[src/rtl/nand_seq_pkg.sv]
// Shared operation codes, sequencer states and command byte tables.
package nand_seq_pkg;

    typedef enum logic [2:0] {
        OP_READ   = 3'd0,
        OP_PROG   = 3'd1,
        OP_ERASE  = 3'd2,
        OP_STATUS = 3'd3,
        OP_RESET  = 3'd4
    } op_e;

    typedef enum logic [3:0] {
        S_IDLE,
        S_CMD1,
        S_ADDR,
        S_WDATA,
        S_CMD2,
        S_WAIT,
        S_SCMD,
        S_SREAD,
        S_RDATA,
        S_DONE
    } st_e;

    localparam logic [7:0] CMD_STATUS = 8'h70;

    // Opening command byte for each operation.
    function automatic logic [7:0] first_cmd(op_e op);
        case (op)
            OP_READ:   return 8'h00;
            OP_PROG:   return 8'h80;
            OP_ERASE:  return 8'h60;
            OP_STATUS: return CMD_STATUS;
            default:   return 8'hFF;
        endcase
    endfunction

    // Confirm byte that starts the array operation.
    function automatic logic [7:0] confirm_cmd(op_e op);
        case (op)
            OP_READ:  return 8'h30;
            OP_PROG:  return 8'h10;
            OP_ERASE: return 8'hD0;
            default:  return 8'h00;
        endcase
    endfunction

endpackage

[src/rtl/nand_strobe_gen.sv]
// Strobe generator: one bus cycle per start pulse.
// Drives the write or read strobe low for STROBE_LO clocks, then high for
// STROBE_HI clocks. 'sample' marks the last low clock and 'fin' marks the
// last high clock. Assumes start is raised only while idle.
module nand_strobe_gen #(
    parameter int unsigned STROBE_LO = 2,
    parameter int unsigned STROBE_HI = 2
) (
    input  logic clk,
    input  logic rst_n,
    input  logic start,
    input  logic rd_mode,
    output logic we_n,
    output logic re_n,
    output logic sample,
    output logic fin,
    output logic idle
);
    localparam int unsigned TMAX = (STROBE_LO > STROBE_HI) ? STROBE_LO : STROBE_HI;
    localparam int unsigned CW   = (TMAX < 2) ? 1 : $clog2(TMAX);
    localparam logic [CW-1:0] LO_LAST = CW'(STROBE_LO - 1);
    localparam logic [CW-1:0] HI_LAST = CW'(STROBE_HI - 1);

    localparam logic [1:0] PH_IDLE = 2'd0;
    localparam logic [1:0] PH_LOW  = 2'd1;
    localparam logic [1:0] PH_HIGH = 2'd2;

    logic [1:0]    ph;
    logic [CW-1:0] cnt;
    logic          rd_q;

    // Phase and clock count of the current bus cycle.
    always_ff @(posedge clk) begin
        if (!rst_n) begin
            ph   <= PH_IDLE;
            cnt  <= '0;
            rd_q <= 1'b0;
        end else begin
            case (ph)
                PH_IDLE: if (start) begin
                    ph   <= PH_LOW;
                    cnt  <= '0;
                    rd_q <= rd_mode;
                end
                PH_LOW: if (cnt == LO_LAST) begin
                    ph  <= PH_HIGH;
                    cnt <= '0;
                end else begin
                    cnt <= cnt + 1'b1;
                end
                PH_HIGH: if (cnt == HI_LAST) begin
                    ph  <= PH_IDLE;
                    cnt <= '0;
                end else begin
                    cnt <= cnt + 1'b1;
                end
                default: ph <= PH_IDLE;
            endcase
        end
    end

    // Strobe levels and phase markers decoded from the phase register.
    always_comb begin
        idle   = (ph == PH_IDLE);
        sample = (ph == PH_LOW)  && (cnt == LO_LAST);
        fin    = (ph == PH_HIGH) && (cnt == HI_LAST);
        we_n   = !((ph == PH_LOW) && !rd_q);
        re_n   = !((ph == PH_LOW) &&  rd_q);
    end

endmodule

[src/rtl/nand_rb_wait.sv]
// Ready/busy waiter. While 'en' is high it synchronises nand_rb_n through
// RB_SYNC flops and looks for a low level followed by a high level.
// Raises 'ok' when that has happened. Raises 'tmo' if BUSY_TIMEOUT clocks
// pass first. Dropping 'en' clears its progress. Assumes RB_SYNC >= 2.
module nand_rb_wait #(
    parameter int unsigned BUSY_TIMEOUT = 65536,
    parameter int unsigned RB_SYNC      = 2
) (
    input  logic clk,
    input  logic rst_n,
    input  logic en,
    input  logic rb_n,
    output logic ok,
    output logic tmo
);
    localparam int unsigned TW = $clog2(BUSY_TIMEOUT + 1);
    localparam logic [TW-1:0] T_LAST = TW'(BUSY_TIMEOUT - 1);

    logic [RB_SYNC-1:0] sr;
    logic [TW-1:0]      cnt;
    logic               seen_lo;
    logic               rb_s;

    genvar g;
    generate
        for (g = 0; g < RB_SYNC; g++) begin : g_sync
            // One synchroniser stage for the asynchronous ready/busy line.
            always_ff @(posedge clk) begin
                if (!rst_n) sr[g] <= 1'b1;
                else if (g == 0) sr[g] <= rb_n;
                else sr[g] <= sr[(g == 0) ? 0 : g - 1];
            end
        end
    endgenerate

    assign rb_s = sr[RB_SYNC-1];

    // Elapsed clocks and whether the busy level has been seen.
    always_ff @(posedge clk) begin
        if (!rst_n || !en) begin
            cnt     <= '0;
            seen_lo <= 1'b0;
        end else begin
            cnt <= cnt + 1'b1;
            if (!rb_s) seen_lo <= 1'b1;
        end
    end

    // Completion and timeout flags.
    always_comb begin
        ok  = en && seen_lo && rb_s;
        tmo = en && !ok && (cnt == T_LAST);
    end

endmodule

[src/rtl/nand_addr_sel.sv]
// Address byte selector. Packs the row above the column and returns byte
// 'idx', so column bytes come out before row bytes, low byte first.
module nand_addr_sel #(
    parameter int unsigned COL_BYTES = 2,
    parameter int unsigned ROW_BYTES = 2
) (
    input  logic [8*COL_BYTES-1:0]                 col,
    input  logic [8*ROW_BYTES-1:0]                 row,
    input  logic [$clog2(COL_BYTES+ROW_BYTES)-1:0] idx,
    output logic [7:0]                             byte_o
);
    localparam int unsigned NB = COL_BYTES + ROW_BYTES;

    logic [8*NB-1:0] packed_addr;

    // Byte lookup within the packed address.
    always_comb begin
        packed_addr = {row, col};
        byte_o      = packed_addr[8*idx +: 8];
    end

endmodule

[src/rtl/nand_op_seq.sv]
// NAND host operation sequencer (top).
// Accepts one request while idle and steps through a sequence of bus
// cycles: command, address, data, confirm, busy wait, status poll, read
// data. One strobe generator times every bus cycle. Assumes req_len does
// not exceed MAX_LEN and the write stream offers bytes when asked.
module nand_op_seq
    import nand_seq_pkg::*;
#(
    parameter int unsigned STROBE_LO    = 2,
    parameter int unsigned STROBE_HI    = 2,
    parameter int unsigned BUSY_TIMEOUT = 65536,
    parameter int unsigned COL_BYTES    = 2,
    parameter int unsigned ROW_BYTES    = 2,
    parameter int unsigned MAX_LEN      = 2112,
    parameter int unsigned RB_SYNC      = 2
) (
    input  logic                            clk,
    input  logic                            rst_n,
    input  logic                            req_valid,
    input  logic [2:0]                      req_op,
    input  logic [8*COL_BYTES-1:0]          req_col,
    input  logic [8*ROW_BYTES-1:0]          req_row,
    input  logic [$clog2(MAX_LEN+1)-1:0]    req_len,
    output logic                            busy,
    output logic                            done,
    output logic                            fail,
    input  logic [7:0]                      wr_data,
    input  logic                            wr_valid,
    output logic                            wr_ready,
    output logic [7:0]                      rd_data,
    output logic                            rd_valid,
    output logic                            nand_ce_n,
    output logic                            nand_cle,
    output logic                            nand_ale,
    output logic                            nand_we_n,
    output logic                            nand_re_n,
    output logic [7:0]                      nand_io_out,
    output logic                            nand_io_oe,
    input  logic [7:0]                      nand_io_in,
    input  logic                            nand_rb_n
);
    localparam int unsigned COL_W      = 8 * COL_BYTES;
    localparam int unsigned ROW_W      = 8 * ROW_BYTES;
    localparam int unsigned ADDR_BYTES = COL_BYTES + ROW_BYTES;
    localparam int unsigned AIW        = $clog2(ADDR_BYTES);
    localparam int unsigned LEN_W      = $clog2(MAX_LEN + 1);
    localparam logic [AIW-1:0] A_LAST  = AIW'(ADDR_BYTES - 1);
    localparam logic [AIW-1:0] A_ROW0  = AIW'(COL_BYTES);

    st_e              state;
    op_e              op_q;
    logic [COL_W-1:0] col_q;
    logic [ROW_W-1:0] row_q;
    logic [LEN_W-1:0] len_q;
    logic [LEN_W-1:0] byte_cnt;
    logic [AIW-1:0]   addr_idx;
    logic [7:0]       wbyte;
    logic [7:0]       addr_byte;
    logic             fail_q;
    logic             busy_q;
    logic             last_byte;
    logic             op_ok;

    logic bus_wr, bus_rd;
    logic strb_start, strb_sample, strb_fin, strb_idle;
    logic rb_en, rb_ok, rb_tmo;

    nand_strobe_gen #(
        .STROBE_LO (STROBE_LO),
        .STROBE_HI (STROBE_HI)
    ) u_strobe (
        .clk     (clk),
        .rst_n   (rst_n),
        .start   (strb_start),
        .rd_mode (bus_rd),
        .we_n    (nand_we_n),
        .re_n    (nand_re_n),
        .sample  (strb_sample),
        .fin     (strb_fin),
        .idle    (strb_idle)
    );

    nand_rb_wait #(
        .BUSY_TIMEOUT (BUSY_TIMEOUT),
        .RB_SYNC      (RB_SYNC)
    ) u_rbwait (
        .clk   (clk),
        .rst_n (rst_n),
        .en    (rb_en),
        .rb_n  (nand_rb_n),
        .ok    (rb_ok),
        .tmo   (rb_tmo)
    );

    nand_addr_sel #(
        .COL_BYTES (COL_BYTES),
        .ROW_BYTES (ROW_BYTES)
    ) u_addr (
        .col    (col_q),
        .row    (row_q),
        .idx    (addr_idx),
        .byte_o (addr_byte)
    );

    // Bus cycle classification, strobe launch and pin values for the state.
    always_comb begin
        bus_wr = (state == S_CMD1) || (state == S_ADDR) || (state == S_WDATA) ||
                 (state == S_CMD2) || (state == S_SCMD);
        bus_rd = (state == S_SREAD) || (state == S_RDATA);
        strb_start = strb_idle &&
                     ((bus_wr && ((state != S_WDATA) || wr_valid)) || bus_rd);
        wr_ready  = strb_start && (state == S_WDATA);
        rb_en     = (state == S_WAIT);
        last_byte = (byte_cnt == len_q - LEN_W'(1));
        op_ok     = (req_op <= 3'd4);
        nand_cle  = (state == S_CMD1) || (state == S_CMD2) || (state == S_SCMD);
        nand_ale  = (state == S_ADDR);
        nand_io_oe = bus_wr;
        case (state)
            S_CMD1:  nand_io_out = first_cmd(op_q);
            S_ADDR:  nand_io_out = addr_byte;
            S_WDATA: nand_io_out = wbyte;
            S_CMD2:  nand_io_out = confirm_cmd(op_q);
            S_SCMD:  nand_io_out = CMD_STATUS;
            default: nand_io_out = 8'h00;
        endcase
        nand_ce_n = !busy_q;
        busy      = busy_q;
        done      = (state == S_DONE);
        fail      = fail_q;
    end

    // Latch of the program byte taken from the write stream.
    always_ff @(posedge clk) begin
        if (!rst_n) wbyte <= 8'h00;
        else if (wr_ready) wbyte <= wr_data;
    end

    // Read data and status capture at the last low clock of a read strobe.
    always_ff @(posedge clk) begin
        if (!rst_n) begin
            rd_data  <= 8'h00;
            rd_valid <= 1'b0;
        end else begin
            rd_valid <= 1'b0;
            if (strb_sample && ((state == S_RDATA) ||
                                (state == S_SREAD && op_q == OP_STATUS))) begin
                rd_data  <= nand_io_in;
                rd_valid <= 1'b1;
            end
        end
    end

    // Operation sequencing: request capture, step order and outcome.
    always_ff @(posedge clk) begin
        if (!rst_n) begin
            state    <= S_IDLE;
            op_q     <= OP_READ;
            col_q    <= '0;
            row_q    <= '0;
            len_q    <= '0;
            byte_cnt <= '0;
            addr_idx <= '0;
            fail_q   <= 1'b0;
            busy_q   <= 1'b0;
        end else begin
            case (state)
                S_IDLE: if (req_valid && op_ok) begin
                    op_q     <= op_e'(req_op);
                    col_q    <= req_col;
                    row_q    <= req_row;
                    len_q    <= req_len;
                    byte_cnt <= '0;
                    addr_idx <= (op_e'(req_op) == OP_ERASE) ? A_ROW0 : '0;
                    fail_q   <= 1'b0;
                    busy_q   <= 1'b1;
                    state    <= S_CMD1;
                end
                S_CMD1: if (strb_fin) begin
                    case (op_q)
                        OP_STATUS: state <= S_SREAD;
                        OP_RESET:  state <= S_WAIT;
                        default:   state <= S_ADDR;
                    endcase
                end
                S_ADDR: if (strb_fin) begin
                    addr_idx <= addr_idx + 1'b1;
                    if (addr_idx == A_LAST)
                        state <= (op_q == OP_PROG && len_q != '0) ? S_WDATA : S_CMD2;
                end
                S_WDATA: if (strb_fin) begin
                    byte_cnt <= last_byte ? '0 : byte_cnt + 1'b1;
                    if (last_byte) state <= S_CMD2;
                end
                S_CMD2: if (strb_fin) state <= S_WAIT;
                S_WAIT: begin
                    if (rb_ok) begin
                        case (op_q)
                            OP_READ:  state <= (len_q == '0) ? S_DONE : S_RDATA;
                            OP_RESET: state <= S_DONE;
                            default:  state <= S_SCMD;
                        endcase
                    end else if (rb_tmo) begin
                        fail_q <= 1'b1;
                        state  <= S_DONE;
                    end
                end
                S_SCMD: if (strb_fin) state <= S_SREAD;
                S_SREAD: begin
                    if (strb_sample) fail_q <= nand_io_in[0];
                    if (strb_fin) state <= S_DONE;
                end
                S_RDATA: if (strb_fin) begin
                    byte_cnt <= byte_cnt + 1'b1;
                    if (last_byte) state <= S_DONE;
                end
                S_DONE: begin
                    busy_q <= 1'b0;
                    state  <= S_IDLE;
                end
                default: state <= S_IDLE;
            endcase
        end
    end

endmodule

[config.mk]
export PLATFORM = sky130hd
export DESIGN_NAME = nand_op_seq
export DESIGN_NICKNAME = d
export VERILOG_FILES = /design/src/rtl/nand_seq_pkg.sv /design/src/rtl/nand_strobe_gen.sv /design/src/rtl/nand_rb_wait.sv /design/src/rtl/nand_addr_sel.sv /design/src/rtl/nand_op_seq.sv
export SDC_FILE = /design/constraint.sdc
export NUM_CORES = 1
export LEC_CHECK = 0
export BUFFER_PORTS_ARGS = -buffer_cell sky130_fd_sc_hd__buf_2
export CAP_MARGIN = 20
export CORE_MARGIN = 3
export CORE_UTILIZATION = 55
export CTS_CLUSTER_SIZE = 16
export DETAILED_ROUTE_END_ITERATION = 6
export GPL_TIMING_DRIVEN = 0
export PLACE_DENSITY = 0.79
export SYNTH_ARGS = -nofsm -noshare
export SYNTH_HDL_FRONTEND = slang
export SYNTH_SLANG_ARGS = --single-unit
[constraint.sdc]
create_clock -name clk -period 3.7 [get_ports clk]
set_clock_uncertainty 0.2 [all_clocks]
set_input_delay 0.555 -clock clk [delete_from_list [all_inputs] [get_ports clk]]
set_output_delay 0.555 -clock clk [all_outputs]
set_load 0.01 [all_outputs]
==> flow_summary.toml <==
[setup_path]
cp-end-kind = "output port"
cp_num_buf_inv = 4
cpPeakStageDelay_ns = 0.43
cp_data_arrival_time_ns = 2.57
start_kind = "flop"
critical_path_required_ns = 2.94
cp_max_fo = 10
crit_type = "reg2out"
cp_common_cell = "clkbuf_1"
cpMaxStageDelayCell = "clkbuf_1"
cp_cell_sequence = "clkbuf_1 > clkbuf_1 > clkinv_1 > nand2_1 > nor2_1 > o21bai_1 > nand4_1 > buf_2"
cp_top_family = "buffers and inverters"

[power]
p_per_area_nw_per_um2 = 534
leakagePower_nw = 2.40
p_total_w = 0.00334
max-vdd-ir-drop_uv = 372

[placed_design]
place.gp.congestion = 0.912
port_buffers = 94
hpwl_mm = 10.6
place_inst = 904

[yosys]
ys_warn_count = 0
seq_area_frac_synth = 0.398
ys_ff_latch = 108
postSynthCellCount = 681
synth.area.top_cells = "dfxtp_1 (40%), nand2_1 (9.4%), a21oi_1 (7.3%), nor2_1 (4.5%), mux2i_1 (3.7%)"
synth_flop_cell = "dfxtp_1"
syn-num-nets = 758
synthDistinctLibCells = 58
syn_area_um2 = 5430
synth_top_cell_by_area = "dfxtp_1"
async_flop_share = 0
synth-edff-count = 0
syn_avg_cell_area_um2 = 7.97
synth_top_area_frac = 0.398

[grt]
overflow = 0
grt_max_degree = 21
grt_pass1_vias = 4763
grt_use_total = 0.253
antenna_found_initial = 0
grt_pass1_wl_mm = 22.9

[sta]
fin_crit_sh = 0.900
period_needed_ns = 3.33
hold_viol = 0
tns_ns = 0
whs_ns = 0.191
setup-violations-final = 0
maxSlewHeadroom = 0.450
clock.fmax_mhz = 300
rsz0062_at_grt = "false"
tightestPinTransition_ns = 0.818
slew_violations = 0

[cells_and_area]
drive_gt1_frac = 0.181
fin_nets = 863
syn_to_final_growth_pct = 15.2
nFillCells = 821
antenna_cells = 0
final_cell_count_no_fill = 920

[run]
cap_violations = 0

[floorplanning]
die_h_um = 105
start_util = 0.576
die-area_um2 = 11100
rows = 35
core_area_um2 = 9420
fp.dieW_um = 105
io_pins = 95

[cts]
cts_buffers = 9
cts.clk_slew.worst_paths_ns = 0.12
clock_latency_ns = 0.38
root_buffer = "clkbuf_8"
cts.sinks = 108
hold_buffers = 0
tritoncts = "yes"
postCtsSetupBuffers = 0
cts_htree_levels = 3
clockBufferDepth = 2

[route]
initialDrtViolationCount = 294
wl_per_cell_um = 15.2
dr.pass1.iters = 5
drc_errors = 0
via_per_inst = 5.63
wl_mm = 13.9
vias = 5182
antenna_left = 0

[min_path]
hold_path_class = "in2reg"

[run_status]
outcome = "finished clean"
Yosys cell counts, types with 2 or more instances:
master,count
a211o_1,2
a211oi_1,7
a21oi_1,79
a31oi_1,5
and2_1,4
and3_1,12
buf_1,3
buf_2,2
buf_6,2
clkbuf_1,37
dfxtp_1,108
ha_1,9
inv_1,12
mux2i_1,20
mux4_2,8
nand2_1,136
nand2b_1,5
nand3_1,23
nand3b_1,3
nand4_1,13
nand4b_1,2
nor2_1,65
nor2_2,10
nor2b_1,4
nor3_1,11
nor3b_1,2
nor4_1,3
nor4b_1,3
o211ai_1,3
o21a_1,4
o21ai_0,17
o21bai_1,2
o2bb2ai_1,2
or2_2,2
or3_1,2
or4_1,2
xnor2_1,16
xor2_1,21
cell type report:
type / count / area [µm²] / area share
sequential: 108 / 2160 / 0.346
tap: 129 / 161 / 0.0258
buffer: 44 / 184 / 0.0294
timing repair buffer: 94 / 470 / 0.0753
clock buffer: 9 / 124 / 0.0198
clock inverter: 7 / 67.6 / 0.0108
multi-input combinational: 515 / 3030 / 0.485
inverter: 14 / 52.6 / 0.00841
worst min-delay path, stage by stage:
cell,delay [ns]
buf_2,0.10
nand2_1,0.04
a21oi_1,0.05
power breakdown:
part / switching, W / total, W / leakage [nW] / internal (W)
Sequential: 0.0000759 / 0.00135 / 0.876 / 0.00127
Combinational: 0.000819 / 0.00130 / 1.43 / 0.000477
Clock: 0.000436 / 0.000698 / 0.0940 / 0.000261
Total: 0.00133 / 0.00334 / 2.40 / 0.00201
stage by stage:
| stage | utilization | cell area [µm²] | setup slack [ns] |
|---|---|---|---|
| floorplan | - | 5430 | 1.02 |
| global placement | 0.643 | 6060 | 0.632 |
| detailed placement | 0.643 | 6060 | 0.638 |
| CTS | 0.664 | 6250 | 0.239 |
| global route | 0.664 | 6250 | 0.180 |
| finish | 0.664 | 6250 | 0.371 |
metal layers:
metal	vias to the layer above	wire (µm)	track usage
met3	25	723	0.0472
met4	0	260	0.0797
met1	2438	6180	0.330
met2	176	6790	0.424
met5	-	0	0
li1	2543	-	-
logic make-up (layout without fill, tap and decap cells):
group / after synthesis / after routing / share of synthesized area
xor gates and xnor gates: 37 / 37 / 0.0597
adders and majority gates: 9 / 9 / 0.0208
buffers and inverters: 58 / 168 / 0.0433
muxes: 28 / 28 / 0.0701
AOI/OAI and AO/OA: 135 / 135 / 0.148
and+or+nand+nor: 306 / 306 / 0.259
DFF: 108 / 108 / 0.398
what timing repair did:
action,in CTS,in global routing
setup endpoints to repair,0,1
resized for setup,0,2
hold endpoints to repair,0,0
cells in the final DEF, fill, tap and decap left out, types with 9 or more instances in the layout:
| cell | synthesis | routed |
|---|---|---|
| nor2_1 | 65 | 65 |
| and3_1 | 12 | 12 |
| mux2i_1 | 20 | 20 |
| xor2_1 | 21 | 21 |
| o21ai_0 | 17 | 17 |
| buf_2 | 2 | 96 |
| nand2_1 | 136 | 136 |
| inv_1 | 12 | 12 |
| dfxtp_1 | 108 | 108 |
| xnor2_1 | 16 | 16 |
| nor3_1 | 11 | 11 |
| a21oi_1 | 79 | 79 |
| clkbuf_1 | 37 | 36 |
| nor2_2 | 10 | 10 |
| nand4_1 | 13 | 13 |
| clkbuf_8 | 0 | 9 |
| nand3_1 | 23 | 23 |
| ha_1 | 9 | 9 |
state kept, by name, summed over array words and instances, names as in the netlist, 2 cells and up:
signal and count:
addr_idx 2, byte_cnt 12, col_q 16, len_q 12
op_q 3, rd_data 8, row_q 16, state 4
u_rbwait.cnt 17, u_strobe.ph 2, wbyte 8
final timing paths:
| kind | end | start | depth (start not counted) | slack (ns) |
|---|---|---|---|---|
| max reg2reg | byte_cnt[3] | len_q[0] | 10 | 0.55 |
| min | row_q[9] | req_row[9] | 3 | 0.19 |
| max | nand_io_out[6] | state[2] | 8 | 0.37 |
| min reg2reg | u_rbwait.rb_s | u_rbwait.sr[0] | 1 | 0.22 |
(Power assumes the default switching activity.)
